### src/rtl/dss_pkg.sv
package dss_pkg;

    typedef enum logic [2:0] {
        ST_IDLE,
        ST_CH_A,
        ST_CH_B,
        ST_CH_C,
        ST_CH_D
    } seq_state_t;

    localparam logic [3:0] CMD_WR_UPD = 4'b0011;

    localparam logic [3:0] ADDR_CH_A = 4'b0000;
    localparam logic [3:0] ADDR_CH_B = 4'b0001;
    localparam logic [3:0] ADDR_CH_C = 4'b0010;
    localparam logic [3:0] ADDR_CH_D = 4'b0011;

endpackage

### src/rtl/dss_tick_gen.sv
module dss_tick_gen #(
    parameter int TICK_DIV = 6250
) (
    input  logic clk,
    input  logic rst_n,
    output logic tick
);
    localparam int CNT_W = (TICK_DIV > 2) ? $clog2(TICK_DIV) : 1;
    localparam logic [CNT_W-1:0] LAST = CNT_W'(TICK_DIV - 1);

    logic [CNT_W-1:0] cnt_q;

    always_ff @(posedge clk) begin
        if (!rst_n) begin
            cnt_q <= '0;
        end else if (cnt_q == LAST) begin
            cnt_q <= '0;
        end else begin
            cnt_q <= cnt_q + 1'b1;
        end
    end

    assign tick = (cnt_q == LAST);

    // after a tick the divider restarts from zero
    p_tick_wrap_r1: assert property (@(posedge clk) disable iff (!rst_n)
        tick |=> (cnt_q == '0));

    // the divider never leaves its range
    p_cnt_range_r1: assert property (@(posedge clk) disable iff (!rst_n)
        cnt_q <= LAST);

    // without a tick the divider moves up by exactly one
    p_cnt_step_r1: assert property (@(posedge clk) disable iff (!rst_n)
        !tick |=> (cnt_q == $past(cnt_q) + 1'b1));

endmodule

### src/rtl/dss_square_gen.sv
module dss_square_gen #(
    parameter int CODE_W = 12,
    parameter int HI     = 'hCCD,
    parameter int LO     = 'h333,
    parameter int HALF   = 2
) (
    input  logic              clk,
    input  logic              rst_n,
    input  logic              adv,
    output logic [CODE_W-1:0] code
);
    localparam int PERIOD = 2 * HALF;
    localparam int PH_W   = (PERIOD > 2) ? $clog2(PERIOD) : 1;
    localparam logic [PH_W-1:0]   PH_LAST = PH_W'(PERIOD - 1);
    localparam logic [PH_W-1:0]   PH_HALF = PH_W'(HALF);
    localparam logic [CODE_W-1:0] HI_C    = CODE_W'(HI);
    localparam logic [CODE_W-1:0] LO_C    = CODE_W'(LO);

    logic [PH_W-1:0]   phase_q;
    logic [CODE_W-1:0] code_q;

    always_ff @(posedge clk) begin
        if (!rst_n) begin
            phase_q <= '0;
            code_q  <= '0;
        end else if (adv) begin
            code_q  <= (phase_q < PH_HALF) ? HI_C : LO_C;
            phase_q <= (phase_q == PH_LAST) ? '0 : phase_q + 1'b1;
        end
    end

    assign code = code_q;

    // only the two levels (or the reset zero) ever appear
    p_sq_levels_r4: assert property (@(posedge clk) disable iff (!rst_n)
        (code_q == HI_C) || (code_q == LO_C) || (code_q == '0));

    // no advance, no change of the square code
    p_sq_hold_r8: assert property (@(posedge clk) disable iff (!rst_n)
        !adv |=> $stable(code_q) && $stable(phase_q));

endmodule

### src/rtl/dss_tri_gen.sv
module dss_tri_gen #(
    parameter int CODE_W = 12,
    parameter int STEP   = 204,
    parameter int TOP    = 4080
) (
    input  logic              clk,
    input  logic              rst_n,
    input  logic              adv,
    output logic [CODE_W-1:0] code
);
    localparam logic [CODE_W-1:0] STEP_C = CODE_W'(STEP);
    localparam logic [CODE_W-1:0] TOP_C  = CODE_W'(TOP);

    logic [CODE_W-1:0] code_q;
    logic              up_q;
    logic [CODE_W-1:0] nxt_up;
    logic [CODE_W-1:0] nxt_dn;

    assign nxt_up = code_q + STEP_C;
    assign nxt_dn = code_q - STEP_C;

    always_ff @(posedge clk) begin
        if (!rst_n) begin
            code_q <= '0;
            up_q   <= 1'b1;
        end else if (adv) begin
            if (up_q) begin
                code_q <= nxt_up;
                if (nxt_up == TOP_C) begin
                    up_q <= 1'b0;
                end
            end else begin
                code_q <= nxt_dn;
                if (nxt_dn == '0) begin
                    up_q <= 1'b1;
                end
            end
        end
    end

    assign code = code_q;

    // the triangle stays inside its range
    p_tri_bounds_r5: assert property (@(posedge clk) disable iff (!rst_n)
        code_q <= TOP_C);

    // each advance moves the code by exactly one step
    p_tri_step_r5: assert property (@(posedge clk) disable iff (!rst_n)
        adv |=> (code_q == $past(code_q) + STEP_C) || (code_q == $past(code_q) - STEP_C));

    // the triangle holds when no sample is accepted
    p_tri_hold_r8: assert property (@(posedge clk) disable iff (!rst_n)
        !adv |=> $stable(code_q) && $stable(up_q));

endmodule

### src/rtl/dss_seq_fsm.sv
module dss_seq_fsm
    import dss_pkg::*;
#(
    parameter int CODE_W = 12,
    parameter int SCNT_W = 16,
    parameter int LED_W  = 8
) (
    input  logic              clk,
    input  logic              rst_n,
    input  logic              tick,
    input  logic              tx_ready,
    input  logic [CODE_W-1:0] code_a,
    input  logic [CODE_W-1:0] code_b,
    input  logic [CODE_W-1:0] code_c,
    input  logic [CODE_W-1:0] sine_code,
    output logic              adv,
    output logic              tx_valid,
    output logic [3:0]        tx_cmd,
    output logic [3:0]        tx_addr,
    output logic [CODE_W-1:0] tx_data,
    output logic [LED_W-1:0]  led,
    output logic              overrun
);
    seq_state_t        state_q;
    seq_state_t        state_d;
    logic [SCNT_W-1:0] sample_q;
    logic [CODE_W-1:0] code_d_q;
    logic              overrun_q;

    assign adv = tick && (state_q == ST_IDLE);

    // next-state logic
    always_comb begin
        state_d = state_q;
        unique case (state_q)
            ST_IDLE: if (tick)     state_d = ST_CH_A;
            ST_CH_A: if (tx_ready) state_d = ST_CH_B;
            ST_CH_B: if (tx_ready) state_d = ST_CH_C;
            ST_CH_C: if (tx_ready) state_d = ST_CH_D;
            ST_CH_D: if (tx_ready) state_d = ST_IDLE;
        endcase
    end

    // state register
    always_ff @(posedge clk) begin
        if (!rst_n) begin
            state_q <= ST_IDLE;
        end else begin
            state_q <= state_d;
        end
    end

    // sample-side registers: counter, channel D capture, overrun flag
    always_ff @(posedge clk) begin
        if (!rst_n) begin
            sample_q  <= '0;
            code_d_q  <= '0;
            overrun_q <= 1'b0;
        end else begin
            if (adv) begin
                sample_q <= sample_q + 1'b1;
                code_d_q <= sine_code;
            end
            if (tick && (state_q != ST_IDLE)) begin
                overrun_q <= 1'b1;
            end
        end
    end

    // request outputs
    always_comb begin
        tx_valid = 1'b0;
        tx_cmd   = '0;
        tx_addr  = '0;
        tx_data  = '0;
        unique case (state_q)
            ST_IDLE: ;
            ST_CH_A: begin
                tx_valid = 1'b1;
                tx_cmd   = CMD_WR_UPD;
                tx_addr  = ADDR_CH_A;
                tx_data  = code_a;
            end
            ST_CH_B: begin
                tx_valid = 1'b1;
                tx_cmd   = CMD_WR_UPD;
                tx_addr  = ADDR_CH_B;
                tx_data  = code_b;
            end
            ST_CH_C: begin
                tx_valid = 1'b1;
                tx_cmd   = CMD_WR_UPD;
                tx_addr  = ADDR_CH_C;
                tx_data  = code_c;
            end
            ST_CH_D: begin
                tx_valid = 1'b1;
                tx_cmd   = CMD_WR_UPD;
                tx_addr  = ADDR_CH_D;
                tx_data  = code_d_q;
            end
        endcase
    end

    assign led     = sample_q[SCNT_W-1 -: LED_W];
    assign overrun = overrun_q;

    // a stalled request keeps its address and data
    p_req_hold_r2: assert property (@(posedge clk) disable iff (!rst_n)
        (tx_valid && !tx_ready) |=> tx_valid && $stable(tx_addr) && $stable(tx_data));

    // accepting A leads to B, accepting D returns to idle
    p_order_ab_r2: assert property (@(posedge clk) disable iff (!rst_n)
        (state_q == ST_CH_A && tx_ready) |=> (state_q == ST_CH_B));
    p_order_d_r2: assert property (@(posedge clk) disable iff (!rst_n)
        (state_q == ST_CH_D && tx_ready) |=> !tx_valid);

    // counter advances by one per accepted tick and holds otherwise
    p_cnt_inc_r7: assert property (@(posedge clk) disable iff (!rst_n)
        adv |=> (sample_q == $past(sample_q) + 1'b1));
    p_cnt_hold_r7: assert property (@(posedge clk) disable iff (!rst_n)
        !adv |=> $stable(sample_q));

    // a dropped tick raises the flag, and the flag never falls
    p_drop_flag_r8: assert property (@(posedge clk) disable iff (!rst_n)
        (tick && tx_valid) |=> overrun);
    p_overrun_sticky_r8: assert property (@(posedge clk) disable iff (!rst_n)
        overrun |=> overrun);

    // channel D code only changes on an accepted tick
    p_d_capture_r6: assert property (@(posedge clk) disable iff (!rst_n)
        !adv |=> $stable(code_d_q));

endmodule

### src/rtl/dac_sample_sched.sv
module dac_sample_sched #(
    parameter int TICK_DIV = 6250,
    parameter int CODE_W   = 12,
    parameter int SQ_HI    = 'hCCD,
    parameter int SQ_LO    = 'h333,
    parameter int SQ_HALF  = 2,
    parameter int TRI_STEP = 204,
    parameter int TRI_TOP  = 4080,
    parameter int SCNT_W   = 16,
    parameter int LED_W    = 8
) (
    input  logic              clk,
    input  logic              rst_n,
    input  logic              tx_ready,
    input  logic [CODE_W-1:0] sine_code,
    output logic              tx_valid,
    output logic [3:0]        tx_cmd,
    output logic [3:0]        tx_addr,
    output logic [CODE_W-1:0] tx_data,
    output logic [LED_W-1:0]  led,
    output logic              overrun
);
    logic              tick;
    logic              adv;
    logic [CODE_W-1:0] sq_code;
    logic [CODE_W-1:0] tri_code;

    dss_tick_gen #(.TICK_DIV(TICK_DIV)) u_tick (
        .clk   (clk),
        .rst_n (rst_n),
        .tick  (tick)
    );

    dss_square_gen #(
        .CODE_W (CODE_W),
        .HI     (SQ_HI),
        .LO     (SQ_LO),
        .HALF   (SQ_HALF)
    ) u_square (
        .clk   (clk),
        .rst_n (rst_n),
        .adv   (adv),
        .code  (sq_code)
    );

    dss_tri_gen #(
        .CODE_W (CODE_W),
        .STEP   (TRI_STEP),
        .TOP    (TRI_TOP)
    ) u_tri (
        .clk   (clk),
        .rst_n (rst_n),
        .adv   (adv),
        .code  (tri_code)
    );

    dss_seq_fsm #(
        .CODE_W (CODE_W),
        .SCNT_W (SCNT_W),
        .LED_W  (LED_W)
    ) u_seq (
        .clk       (clk),
        .rst_n     (rst_n),
        .tick      (tick),
        .tx_ready  (tx_ready),
        .code_a    (sq_code),
        .code_b    (tri_code),
        .code_c    (sq_code),
        .sine_code (sine_code),
        .adv       (adv),
        .tx_valid  (tx_valid),
        .tx_cmd    (tx_cmd),
        .tx_addr   (tx_addr),
        .tx_data   (tx_data),
        .led       (led),
        .overrun   (overrun)
    );

    // every presented request uses the immediate-update command
    p_cmd_r3: assert property (@(posedge clk) disable iff (!rst_n)
        tx_valid |-> (tx_cmd == 4'b0011));

    // requests only ever target the four channel addresses
    p_addr_r2: assert property (@(posedge clk) disable iff (!rst_n)
        tx_valid |-> (tx_addr <= 4'b0011));

endmodule

### config.mk
export PLATFORM = sky130hd
export DESIGN_NAME = dac_sample_sched
export DESIGN_NICKNAME = d
export VERILOG_FILES = /design/src/rtl/dss_pkg.sv /design/src/rtl/dss_tick_gen.sv /design/src/rtl/dss_square_gen.sv /design/src/rtl/dss_tri_gen.sv /design/src/rtl/dss_seq_fsm.sv /design/src/rtl/dac_sample_sched.sv
export SDC_FILE = /design/constraint.sdc
export NUM_CORES = 1
export LEC_CHECK = 0
export BUFFER_PORTS_ARGS = -buffer_cell sky130_fd_sc_hd__buf_4
export CORE_ASPECT_RATIO = 0.6
export CORE_MARGIN = 2
export CORE_UTILIZATION = 57
export CTS_CLUSTER_SIZE = 24
export DETAILED_ROUTE_END_ITERATION = 16
export GPL_TIMING_DRIVEN = 0
export PLACE_DENSITY_LB_ADDON = 0.12
export SYNTH_ARGS = -nofsm -noshare
export SYNTH_HDL_FRONTEND = slang
export SYNTH_SLANG_ARGS = --single-unit
### constraint.sdc
create_clock -name clk -period 2.3 [get_ports clk]
set_input_delay 0.115 -clock clk [delete_from_list [all_inputs] [get_ports clk]]
set_output_delay 0.115 -clock clk [all_outputs]
set_load 0.01 [all_outputs]
==> run_results.csv <==
group,metric,value,unit
routing,drt.antenna.violating_nets,0,
die,core,5200,µm²
grt,antenna_found_initial,0,
cts,cts_root_buf,"sky130_fd_sc_hd__clkbuf_8",
routing,num_vias,2917,
cts,clkSinkCount,61,
cts,clk_latency,0.34,ns
sta,number_of_hold_violations_in_the_final_report,0,
final_layout,drive_above_1_share,19.2,%
yosys,yosys-top-cells-area,"sky130_fd_sc_hd__dfxtp_1, sky130_fd_sc_hd__xnor2_1, sky130_fd_sc_hd__nand2_1, sky130_fd_sc_hd__nor2_1, sky130_fd_sc_hd__xor2_1",
routing,drt-initial-drc-count,216,
critical_path,timing.critical_path.slowest_stage_cell,"sky130_fd_sc_hd__dfxtp_1",
critical_path,worstPathCellList,"buf_2, inv_1, ha_1, nand3b_1, or3_1, o32ai_1, a21o_1, o311ai_1",
grt,met3_usage,8.39,%
yosys,ys_seq_elements,61,
yosys,number_of_enable_type_register_cells_in_the_synthesized_netlist,0,
yosys,yosysTopAreaCell,"sky130_fd_sc_hd__dfxtp_1",
sta,setup-tns-final,0,ns
cts,cts_tree,"done",
critical_path,cp_data_required_time,2.52,ns
routing,finalWirelength,7760,µm
final_layout,antennaDiodeCount,0,
critical_path,setup.worst_path.start_class,"flip-flop",
grt,globalRouteOverflowTotal,0,
yosys,netlist_cell_types,51,
status,outcome,"finished, final reports clean",
sta,final.setup.worst_slack,0.116,ns
grt,first_global_vias,2489,
sta,hold_slack,0.0158,ns
grt,grt_use_met2,37.2,%
cts,cts.reportedPaths.clkPinSlew,0.08,ns
die,die_width,100,µm
cts,number_of_setup_buffers_added_after_cts,0,
yosys,async_flop_share,0,%
die,die_h,61.7,µm
critical_path,worst_path_largest_cell_delay,0.37,ns
grt,top_usage_layer,"met2",
cts,htree_levels,3,
sta,slew_viol_final,0,
place,post-dp-hpwl,5530,µm
yosys,yosysTopAreaCellShare,38.6,%
routing,drc,0,
yosys,synthesis.area,3170,µm²
routing,detailedRoute.firstPassIterationCount,4,
pwr,total_power,1.98,mW
critical_path,timing.critical_path.buf_inv,2,
job,cap_viol_max_count,0,
grt,grt_first_pass_wirelength,12000,µm
sta,fin_crit_sh,95.0,%
final_layout,areaGrowthSynthToFinish,18.4,%
sta,rsz0062_at_grt,"no",
final_layout,most_frequent_cells_in_the_layout,"sky130_fd_sc_hd__dfxtp_1, sky130_fd_sc_hd__buf_4, sky130_fd_sc_hd__nand2_1, sky130_fd_sc_hd__nor2_1, sky130_fd_sc_hd__xnor2_1",
pwr,peakVddDrop,339,µV
sta,fmax,458,MHz
yosys,number_of_instances_in_the_synthesized_netlist,389,
die,design.portCount,45,
sta,skew,0.0104,ns
place,dp_worst_setup_slack,0.258,ns
final_layout,net_count_reported_at_finish,466,
cts,cts-buffers-inserted,9,
routing,post_drt_via_cell_ratio,5.66,
grt,grt_max_degree,13,
pwr,p_leak,1.49,nW
yosys,synthesis.area_per_instance,8.14,µm²
place,gp_congestion,0.966,
final_layout,mostFrequentLayoutCell,"sky130_fd_sc_hd__dfxtp_1",
yosys,yosys_most_used_dff,"sky130_fd_sc_hd__dfxtp_1",
pwr,power.density_cell_area,527,nW/µm²
sta,finalCriticalPeriod,2.18,ns
worst_hold_path,hp-class,"input port to flip-flop",
critical_path,timing.critical_path.max_delay_family,"simple AND/OR/NAND/NOR gates",
critical_path,crit_path_end_kind,"flip-flop",
yosys,synth.yosys.seq_area_share,38.6,%
critical_path,critical_path_arrival,2.40,ns
grt,grt_use_met1,36.4,%
sta,maxSlewHeadroom,61.2,%
die,initial_core_util,60.8,%
yosys,yosysWarnings,0,
die,design.die.area,6190,µm²
cts,cts_buffer_depth,2,
place,io_buffer_count,40,
die,core.rowCount,20,
grt,global_route.usage.total,25.5,%
sta,setup_viol_count_final,0,
sta,max_slew.worst_pin.slew,0.582,ns
critical_path,worst-setup-path-type,"flip-flop to flip-flop",
critical_path,worstPathMaxFanout,8,
routing,route.detailed.wl_per_inst,15.1,µm
[power by group]
part	switching, mW	internal [mW]
clock network	0.453	0.398
logic	0.0326	0.0281
registers	0.00460	1.06
[logic make-up after synthesis]
kind of cell    count (synthesis)  synth area share, %
flops                          61                 38.6
buf+inv                        45                 7.51
fa+ha+maj                       7                 2.77
xor+xnor                       39                 10.8
simple gates                  164                 25.8
mux                             1                0.316
other cells                     1                0.118
compound gates                 71                 14.2
[repair_timing]
item | in CTS | in global routing
endpoints found under the hold margin | 1 | 0
hold buffers | 1 | 0
endpoints found under the setup margin | 0 | 9
resized for setup | 0 | 2
[worst paths after layout]
path	from	endpoint	slack [ns]	cells after the start
setup / recovery	u_tri.code[2]	u_tri.up_q	0.12	8
hold / removal	sine_code[7]	u_seq.code_d_q[7]	0.02	3
setup reg to reg	u_tri.code[2]	u_tri.up_q	0.12	8
hold reg to reg	u_seq.code_d_q[4]	u_seq.code_d_q[4]	0.45	2
[flip-flops by register name, indices dropped and copies added, names as in the netlist]
register and count:
u_seq.sample_q 16, u_seq.code_d_q 12, u_square.phase_q 2, u_tick.cnt_q 13
u_tri.code 10, u_seq.state_q 3, u_square.code 3, u_seq.overrun 1
u_tri.up_q 1
[layout make-up]
cell class                      count  area, µm²
Multi-Input combinational cell    286       1720
Fill cell                         431       1460
Sequential cell                    61       1220
Timing Repair Buffer               41        310
Buffer                             38        213
Clock buffer                       10        128
Tap cell                           66       82.6
Clock inverter                      6       48.8
Inverter                            7       26.3
[layer usage]
layer | wire length, µm | vias to the layer above
li1 | - | 1436
met1 | 3820 | 1369
met2 | 3270 | 102
met3 | 596 | 10
met4 | 74 | 0
met5 | 0 | -
[worst min-delay path, cell delays in order]
cell,delay (ns)
sky130_fd_sc_hd__buf_4,0.11
sky130_fd_sc_hd__nand2_1,0.04
sky130_fd_sc_hd__a21oi_1,0.05
[cells in the mapped netlist (2+ instances only)]
cell type / n
sky130_fd_sc_hd__nor2_1: 51
sky130_fd_sc_hd__a21oi_1: 23
sky130_fd_sc_hd__nand4_1: 8
sky130_fd_sc_hd__buf_2: 7
sky130_fd_sc_hd__a22oi_1: 10
sky130_fd_sc_hd__ha_1: 7
sky130_fd_sc_hd__o311ai_1: 2
sky130_fd_sc_hd__o21ai_0: 17
sky130_fd_sc_hd__buf_1: 2
sky130_fd_sc_hd__o211ai_1: 2
sky130_fd_sc_hd__dfxtp_1: 61
sky130_fd_sc_hd__nor4_1: 7
sky130_fd_sc_hd__or3_1: 5
sky130_fd_sc_hd__xnor2_1: 25
sky130_fd_sc_hd__nand2_1: 51
sky130_fd_sc_hd__and4_1: 3
sky130_fd_sc_hd__nor2b_1: 3
sky130_fd_sc_hd__clkbuf_1: 14
sky130_fd_sc_hd__and3_1: 11
sky130_fd_sc_hd__xor2_1: 14
sky130_fd_sc_hd__a31oi_1: 2
sky130_fd_sc_hd__buf_4: 14
sky130_fd_sc_hd__nor3b_1: 3
sky130_fd_sc_hd__nand3_1: 7
sky130_fd_sc_hd__inv_1: 7
sky130_fd_sc_hd__nor3_1: 5
sky130_fd_sc_hd__a211oi_1: 3
sky130_fd_sc_hd__nand3b_1: 2
[stage by stage]
stage	utilization [%]	std cells	instance area [µm²]
6_report	72.0	515	3750
5_1_grt	72.0	515	3750
4_1_cts	72.0	515	3750
3_5_place_dp	68.4	498	3560
3_3_place_gp	68.4	498	3560
2_1_floorplan	-	392	3180
Power figures use the tool's default switching activity.
